`config.mk`:
```
export PLATFORM = sky130hd
export DESIGN_NAME = tick_timer
export DESIGN_NICKNAME = d
export VERILOG_FILES = /design/src/rtl/tick_pkg.sv /design/src/rtl/tick_regs.sv /design/src/rtl/tick_core.sv /design/src/rtl/tick_timer.sv
export SDC_FILE = /design/constraint.sdc
export NUM_CORES = 1
export LEC_CHECK = 0
export CAP_MARGIN = 0
export CORE_ASPECT_RATIO = 1.25
export CORE_MARGIN = 1.5
export CORE_UTILIZATION = 45
export CTS_CLUSTER_DIAMETER = 30
export CTS_CLUSTER_SIZE = 40
export DETAILED_ROUTE_END_ITERATION = 12
export PLACE_DENSITY = 0.69
export RECOVER_POWER = 25
export SYNTH_ARGS = -nofsm -noshare
export SYNTH_HDL_FRONTEND = slang
export SYNTH_SLANG_ARGS = --single-unit
```
`constraint.sdc`:
```
create_clock -name clk -period 3.6 [get_ports clk]
set_input_delay 0.72 -clock clk [delete_from_list [all_inputs] [get_ports clk]]
set_output_delay 0.72 -clock clk [all_outputs]
set_load 0.005 [all_outputs]
```
`src/rtl/tick_pkg.sv`:
```
package tick_pkg;
    typedef enum logic [1:0] {
        A_CTRL    = 2'd0,
        A_RELOAD  = 2'd1,
        A_CURRENT = 2'd2,
        A_UNUSED  = 2'd3
    } reg_sel_e;

    typedef enum logic [1:0] {
        ST_HALT = 2'd0,
        ST_LOAD = 2'd1,
        ST_DOWN = 2'd2
    } cnt_state_e;

    localparam int BIT_EN  = 0;
    localparam int BIT_IE  = 1;
    localparam int BIT_SRC = 2;

    typedef struct packed {
        logic src;
        logic ie;
        logic en;
    } ctrl_t;
endpackage

```
`src/rtl/tick_regs.sv`:
```
module tick_regs
    import tick_pkg::*;
#(
    parameter int CNT_W    = 24,
    parameter int DATA_W   = 32,
    parameter int FLAG_BIT = 16
) (
    input  logic              clk,
    input  logic              rst_n,
    input  logic              bus_en,
    input  logic              bus_we,
    input  logic [1:0]        bus_addr,
    input  logic [DATA_W-1:0] bus_wdata,
    input  logic [CNT_W-1:0]  cur_cnt,
    input  logic              cnt_flag,
    output ctrl_t             ctrl_q,
    output logic [CNT_W-1:0]  reload_q,
    output logic              cv_write,
    output logic              ctrl_read,
    output logic [DATA_W-1:0] bus_rdata
);
    localparam int PAD_W = DATA_W - CNT_W;

    logic              wr_ctrl, wr_reload, rd_any;
    logic [DATA_W-1:0] rd_mux;

    always_comb begin
        wr_ctrl   = bus_en && bus_we && (reg_sel_e'(bus_addr) == A_CTRL);
        wr_reload = bus_en && bus_we && (reg_sel_e'(bus_addr) == A_RELOAD);
        cv_write  = bus_en && bus_we && (reg_sel_e'(bus_addr) == A_CURRENT);
        rd_any    = bus_en && !bus_we;
        ctrl_read = rd_any && (reg_sel_e'(bus_addr) == A_CTRL);
    end

    always_comb begin
        rd_mux = '0;
        unique case (reg_sel_e'(bus_addr))
            A_CTRL: begin
                rd_mux[BIT_EN]   = ctrl_q.en;
                rd_mux[BIT_IE]   = ctrl_q.ie;
                rd_mux[BIT_SRC]  = ctrl_q.src;
                rd_mux[FLAG_BIT] = cnt_flag;
            end
            A_RELOAD:  rd_mux = {{PAD_W{1'b0}}, reload_q};
            A_CURRENT: rd_mux = {{PAD_W{1'b0}}, cur_cnt};
            A_UNUSED:  rd_mux = '0;
        endcase
    end

    always_ff @(posedge clk or negedge rst_n) begin
        if (!rst_n) begin
            ctrl_q    <= '0;
            reload_q  <= '0;
            bus_rdata <= '0;
        end else begin
            if (wr_ctrl) begin
                ctrl_q.en  <= bus_wdata[BIT_EN];
                ctrl_q.ie  <= bus_wdata[BIT_IE];
                ctrl_q.src <= bus_wdata[BIT_SRC];
            end
            if (wr_reload) reload_q <= bus_wdata[CNT_W-1:0];
            if (rd_any)    bus_rdata <= rd_mux;
        end
    end
endmodule

```
`src/rtl/tick_core.sv`:
```
module tick_core
    import tick_pkg::*;
#(
    parameter int CNT_W = 24
) (
    input  logic             clk,
    input  logic             rst_n,
    input  ctrl_t            ctrl_q,
    input  logic [CNT_W-1:0] reload_q,
    input  logic             cv_write,
    input  logic             ctrl_read,
    input  logic             ref_strobe,
    output logic [CNT_W-1:0] cur_cnt,
    output logic             cnt_flag,
    output logic             tick_irq
);
    localparam logic [CNT_W-1:0] ONE = CNT_W'(1);

    cnt_state_e       state_q, state_d, eff;
    logic [CNT_W-1:0] cnt_d;
    logic             step, wrap;

    // Next state and next count.
    always_comb begin
        step    = ctrl_q.en && (ctrl_q.src || ref_strobe);
        state_d = state_q;
        cnt_d   = cur_cnt;
        wrap    = 1'b0;
        eff     = state_q;
        if (state_q == ST_HALT && ctrl_q.en)
            eff = (cur_cnt == '0) ? ST_LOAD : ST_DOWN;
        if (cv_write) begin
            cnt_d   = '0;
            state_d = ctrl_q.en ? ST_LOAD : ST_HALT;
        end else if (!ctrl_q.en) begin
            state_d = ST_HALT;
        end else begin
            state_d = eff;
            unique case (eff)
                ST_LOAD: if (step) begin
                    cnt_d   = reload_q;
                    state_d = (reload_q == '0) ? ST_LOAD : ST_DOWN;
                end
                ST_DOWN: if (step) begin
                    cnt_d = cur_cnt - ONE;
                    if (cur_cnt == ONE) begin
                        wrap    = 1'b1;
                        state_d = ST_LOAD;
                    end
                end
                default: state_d = ST_HALT;
            endcase
        end
    end

    // State register.
    always_ff @(posedge clk or negedge rst_n) begin
        if (!rst_n) state_q <= ST_HALT;
        else        state_q <= state_d;
    end

    // Outputs: count, sticky flag, tick pulse.
    always_ff @(posedge clk or negedge rst_n) begin
        if (!rst_n) begin
            cur_cnt  <= '0;
            cnt_flag <= 1'b0;
            tick_irq <= 1'b0;
        end else begin
            cur_cnt  <= cnt_d;
            tick_irq <= wrap && ctrl_q.ie;
            if (cv_write)       cnt_flag <= 1'b0;
            else if (wrap)      cnt_flag <= 1'b1;
            else if (ctrl_read) cnt_flag <= 1'b0;
        end
    end
endmodule

```
`src/rtl/tick_timer.sv`:
```
module tick_timer
    import tick_pkg::*;
#(
    parameter int CNT_W    = 24,
    parameter int DATA_W   = 32,
    parameter int FLAG_BIT = 16
) (
    input  logic              clk,
    input  logic              rst_n,
    input  logic              bus_en,
    input  logic              bus_we,
    input  logic [1:0]        bus_addr,
    input  logic [DATA_W-1:0] bus_wdata,
    output logic [DATA_W-1:0] bus_rdata,
    input  logic              ref_strobe,
    output logic              tick_irq
);
    ctrl_t            ctrl_q;
    logic [CNT_W-1:0] reload_q, cur_cnt;
    logic             cv_write, ctrl_read, cnt_flag;

    tick_regs #(.CNT_W(CNT_W), .DATA_W(DATA_W), .FLAG_BIT(FLAG_BIT)) u_regs (
        .clk(clk), .rst_n(rst_n), .bus_en(bus_en), .bus_we(bus_we),
        .bus_addr(bus_addr), .bus_wdata(bus_wdata), .cur_cnt(cur_cnt),
        .cnt_flag(cnt_flag), .ctrl_q(ctrl_q), .reload_q(reload_q),
        .cv_write(cv_write), .ctrl_read(ctrl_read), .bus_rdata(bus_rdata)
    );

    tick_core #(.CNT_W(CNT_W)) u_core (
        .clk(clk), .rst_n(rst_n), .ctrl_q(ctrl_q), .reload_q(reload_q),
        .cv_write(cv_write), .ctrl_read(ctrl_read), .ref_strobe(ref_strobe),
        .cur_cnt(cur_cnt), .cnt_flag(cnt_flag), .tick_irq(tick_irq)
    );
endmodule

```
# Word-level counts from Yosys, hierarchy flattened
# Index checks and enable logic that the tools add are counted.
[classes] add_sub_neg=1 eq_ne=8 n_mux=27 n_reduce_logical=19
[ops] operator="$mux 24" count=4
[ops] operator="$logic_not 24->1" count=2
[ops] operator="$pmux 24 s2" count=1
[ops] operator="$pmux 13 s2" count=1
[ops] operator="$eq 24x1->1 const B" count=1
[ops] operator="$sub 24x1->24 const B" count=1
[ops] operator="$mux 2" count=8
[ops] operator="$pmux 7 s2" count=1
[ops] operator="$pmux 3 s4" count=1
[ops] operator="$logic_and 1x1->1" count=9
[ops] operator="$mux 1" count=9
[ops] operator="$eq 2x2->1 const B" count=3
[ops] operator="$ne 3x2->1 const B" count=2
[ops] operator="$reduce_bool 3->1" count=2
[ops] operator="$eq 2x1->1 const B" count=2
[ops] operator="$logic_not 2->1" count=2
[ops] operator="$pmux 1 s4" count=1
[ops] operator="$pmux 2 s2" count=1
[ops] operator="$reduce_and 4->1" count=1
[ops] operator="$reduce_bool 2->1" count=1
[ops] operator="$logic_not 1->1" count=1
[ops] operator="$logic_or 1x1->1" count=1
[totals] ff_bits=87 inputBits=39 output_inout_bits=33

# Depth between registers and ports, before layout
[depth] ltp_word=9 mapped_depth=13

# Modules after synthesis
# Synthesis repeated with hierarchy kept, for this count alone.
[unflattened] cells_unflattened=418 hier_area_um2=4221.5
[by_module_without_submodules] mod="tick_regs" n_inst=1 cells_each=188 area_each_um2=2222.1
[by_module_without_submodules] mod="tick_core" n_inst=1 cells_each=230 area_each_um2=1999.4

# Worst setup path before layout
# Ideal clock, no wire load.
[synth_timing] kind="register -> register" start="reg u_core.cur_cnt[12]" end="reg u_core.cur_cnt[10]" setup_ns=0.136 t_arrival_ns=3.143 required_time_ns=3.464 path_slack_ns=0.321 path_stages_with_launch=14 period_less_slack_ns=3.279 path_cell_list="dfrtp_1 -> or3_1 -> clkbuf_1 -> nor4_1 -> and2_1 -> a21oi_1 -> inv_1 -> ha_1 -> nor2_1 -> o31ai_1 -> nor2_1 -> clkbuf_1 -> a22oi_1 -> a21oi_1"
[synth_via] elab_chain_cells=7
[synth_lines] item="from (decl)" line_no="tick_core.sv:13" rtl="output logic [CNT_W-1:0] cur_cnt,"
[synth_lines] item="from (signal assigned)" line_no="tick_core.sv:69" rtl="cur_cnt <= cnt_d;"
[synth_lines] item="$logic_not 24->1 (*)" line_no="tick_core.sv:31" rtl="eff = (cur_cnt == '0) ? ST_LOAD : ST_DOWN;"
[synth_lines] item="$mux 2 (*)" line_no="tick_core.sv:31"
[synth_lines] item="$mux 2 (*)" line_no="tick_core.sv:30" rtl="if (state_q == ST_HALT && ctrl_q.en)"
[synth_lines] item="$eq 2x2->1 / $eq 2x1->1 (equally long branches)" line_no="tick_core.sv:39" rtl="unique case (eff)"
[synth_lines] item="$pmux 24 s2" line_no="tick_core.sv:39"
[synth_lines] item="$mux 24" line_no="tick_core.sv:35" rtl="end else if (!ctrl_q.en) begin"
[synth_lines] item="$mux 24" line_no="tick_core.sv:32" rtl="if (cv_write) begin"
# Every way passes the cells marked *; elsewhere a longest branch is shown, timed or not. The select of a mux whose other input is x is not followed.
# A chain may end at the register's enable or synchronous reset.

# Worst setup path in the final report
[layout_timing] start="reg u_core.cur_cnt[7]" end="reg u_core.cur_cnt[15]"
[layout_via] elab_chain_cells=7
[layout_lines] item="branches (longest 7 deep; another with $sub 24x1->24)"
# Several ways; the timed one is not identified. The select of a mux whose other input is x is not followed.

==> metrics.md <==
| Metric | Value |
|---|---|
| N_diodes | 0 |
| Final TNS setup | 0 ps |
| Die X | around 90 um |
| Leakage | 2.09 nW |
| I/O Pins | 72 |
| Fin crit share | about nine tenths |
| Resized Gates After CTS | 0 |
| Later-pin clock latency in the skew report | roughly 340 ps |
| YS warnings | 0 |
| Via Count | ~3.6k |
| Pins Over Slew Limit | 80 |
| RSZ-0062 raised after global routing | false |
| Nets@finish | approximately 530 |
| Placed Cells | roughly 600 |
| Worst clock skew | about 4.2 ps |
| Initial drt markers | 217 |
| Wire per inst | approximately 18 um |
| Worst setup EP type | register |
| Pwr/cell area | between 600 and 700 nW/um2 |
| DR pass1 iterations | 4 |
| P&R area growth vs syn | 24.4% |
| Worst slew pin tran | just under 2000 ps |
| Post-DP HPWL | about 7700 um |
| WHS | between 400 and 500 ps |
| Max-capacitance violation count | 1 |
| Slowest stage cell, crit path | or4_4 |
| Failing checks | max-capacitance violations, max-slew violations |
| Util after Layout | 57.7% |
| CTS buffer count | 9 |
| Final min period | 3260 ps |
| Largest net degree at the start of global routing | 80 |
| H-tree depth | 3 |
| WP data required | ~3900 ps |
| TritonCTS clock tree | yes |
| Post-Syn Area per Cell | 9.82 um2 |
| Buf/Inv on CP | 2 |
| Fmax | 0.307 GHz |
| Most frequent cells in the layout | dfrtp_1, clkdlybuf4s50_1, o21ai_0 |
| Detailed-route wire length | between 10,000 and 15,000 um |
| CP max stage delay | 570 ps |
| Worst path depth | 12 |
| Post-synth EDFFs | 0 |
| Syn Inst Count | between 400 and 500 |
| Total GRT Usage | 23.3% |
| Commonest non-fill, non-tap cell in the layout | dfrtp_1 |
| Ys async rst share | between 90% and 100% |
| CTS Hold Buffers Added | 0 |
| Worst IR Drop VDD | roughly 0.33 mV |
| CP delay by family, top | simple AND/OR/NAND/NOR gates |
| Syn Std Cell Area | 4230 um2 |
| Hold depth | 2 |
| Outcome | finished, violations left |
| Drt drc | 0 |
| CP cell instances | or4_4 > nor4_1 > buf_4 > and2_1 > a21oi_1 > ha_1 > nor2b_2 > o31ai_4 > buf_4 > nor4_1 > o21ai_0 > a21oi_1 |
| Initial Util | 46.4% |
| CP max FO | 17 |
| Vias in the first global route | ~3.6k |
| Worst r2r path cells | 12 |
| Antenna violations before repair | 0 |
| DIE AREA | 10,000 um2 |
| Crit start category | register |
| First-pass GRT wire length | 18,400 um |
| Placer Congestion | slightly below 0.9 |
| Share of layout cells above drive strength 1 | approximately 16% |
| Die outline height | roughly 110 um |
| Main flop type after synthesis | dfrtp_1 |
| Row cnt | 39 |
| Port Buffers | 55 |
| Register area share after synthesis | a little under half |
| Critical Path AT | 3510 ps |
| GR Overflow Total | 0 |
| Setup bufs post-CTS | 0 |
| Core ar. | between 9000 and 10,000 um2 |
| Total power draw | approximately 0.0034 W |
| CP Class | reg2reg |
| ANT nets after route | 0 |
| Final std cells w/o fill | approximately 620 |
| Flops & latches, synth | between 70 and 80 |
| Vias per cell | roughly 5.9 |
| Min-Delay Path Class | reg2reg |
| Worst-path clk slew | roughly 60 ps |
| Count of cell types in the netlist | 45 |
| # setup viols final | 0 |
| Clock sinks | 79 |
| Bufs on Longest Clock Path | 2 |
| Root Driver | clkbuf_16 |
| Slew HR | -32.4% |
| Final Hold Vio Count | 0 |
[Yosys cell counts, types with 3 or more instances]
master    number  area [um2]
o221ai_1       5        43.8
o21a_1         7        52.6
nor2b_1        4        25.0
mux2_2        27         304
o211ai_1       3        22.5
ha_1           8         100
nand2_1       36         135
or2_2          4        25.0
nand2b_1       3        18.8
or4_1          3        22.5
a21oi_1       27         135
o21ai_0       41         205
nor4_1        15        93.8
buf_4          8        60.1
and2_1         5        31.3
nor2_1        16        60.1
nor3b_1        3        22.5
nand3_1        7        35.0
a22oi_1       40         300
dfrtp_1       79        1980
clkbuf_1      27         101
o31ai_1        3        22.5
inv_1          8        30.0
o22ai_1        5        31.3
nor3_1         8        40.0
or3_1          6        37.5
mux2i_1        8        80.1
[stage by stage]
| step | area [um2] | setup slack [ps] |
|---|---|---|
| 3_3_place_gp | 4960 | 352 |
| 6_report | 5270 | 342 |
| 5_1_grt | 5270 | 43.7 |
| 4_1_cts | 5260 | 191 |
| 3_5_place_dp | 4960 | 261 |
| 2_1_floorplan | 4260 | 321 |
[layout make-up]
class                   instances  area, um2
clock buffers                  10        239
clock inverters                 6       60.1
fillers                       840       3860
inverters                       8       30.0
multi-input cells             314       2100
flip-flops and latches         79       1980
well taps                     123        154
repair buffers                 75        708
[sequential cells by signal, indices dropped and copies added, names as in the netlist]
name / cells
u_regs.bus_rdata: 24
u_core.tick_irq: 1
u_core.cur_cnt: 24
u_core.cnt_flag: 1
u_regs.ctrl_q: 3
u_regs.reload_q: 24
u_core.state_q: 2
[metal layers]
layer  wire length (um)  vias to the layer above  track usage, %
met5                  0                        -               0
met4                358                        0            12.1
met3                499                       28            2.80
met2               5520                      107            39.3
met1               4740                     1800            29.3
li1                   -                     1698               -
[cells by family after synthesis]
family | synth area share [%]
buffers and inverters | 4.91
adders and majority gates | 2.36
AOI/OAI and AO/OA | 20.8
and+or+nand+nor | 16.1
other | 0.0886
DFF | 46.7
muxes | 9.07
[power by group]
part / total, W / switching [W] / internal (W)
clock network: 0.000917 / 0.000365 / 0.000552
logic: 0.00107 / 0.000517 / 0.000549
registers: 0.00143 / 0.000304 / 0.00113
[final timing paths]
path | from | to | slack (ps)
min in group asynchronous | rst_n | u_regs.reload_q[1] | 950
worst min-delay path | u_regs.bus_rdata[18] | u_regs.bus_rdata[18] | 470
max in group asynchronous | rst_n | u_regs.bus_rdata[15] | 1490
worst min register to register | u_regs.bus_rdata[18] | u_regs.bus_rdata[18] | 470
worst max-delay path | u_core.cur_cnt[7] | u_core.cur_cnt[15] | 340
worst max register to register | u_core.cur_cnt[7] | u_core.cur_cnt[15] | 340
[worst register-to-register path, stage by stage (launching register included)]
cell and delay, ps:
dfrtp_1 430, or4_4 570, nor4_1 280, buf_4 170, and2_1 170, a21oi_1 110
ha_1 360, nor2b_2 220, o31ai_4 120, buf_4 220, nor4_1 210, o21ai_0 110
a21oi_1 190
Power figures use the tool's default switching activity.
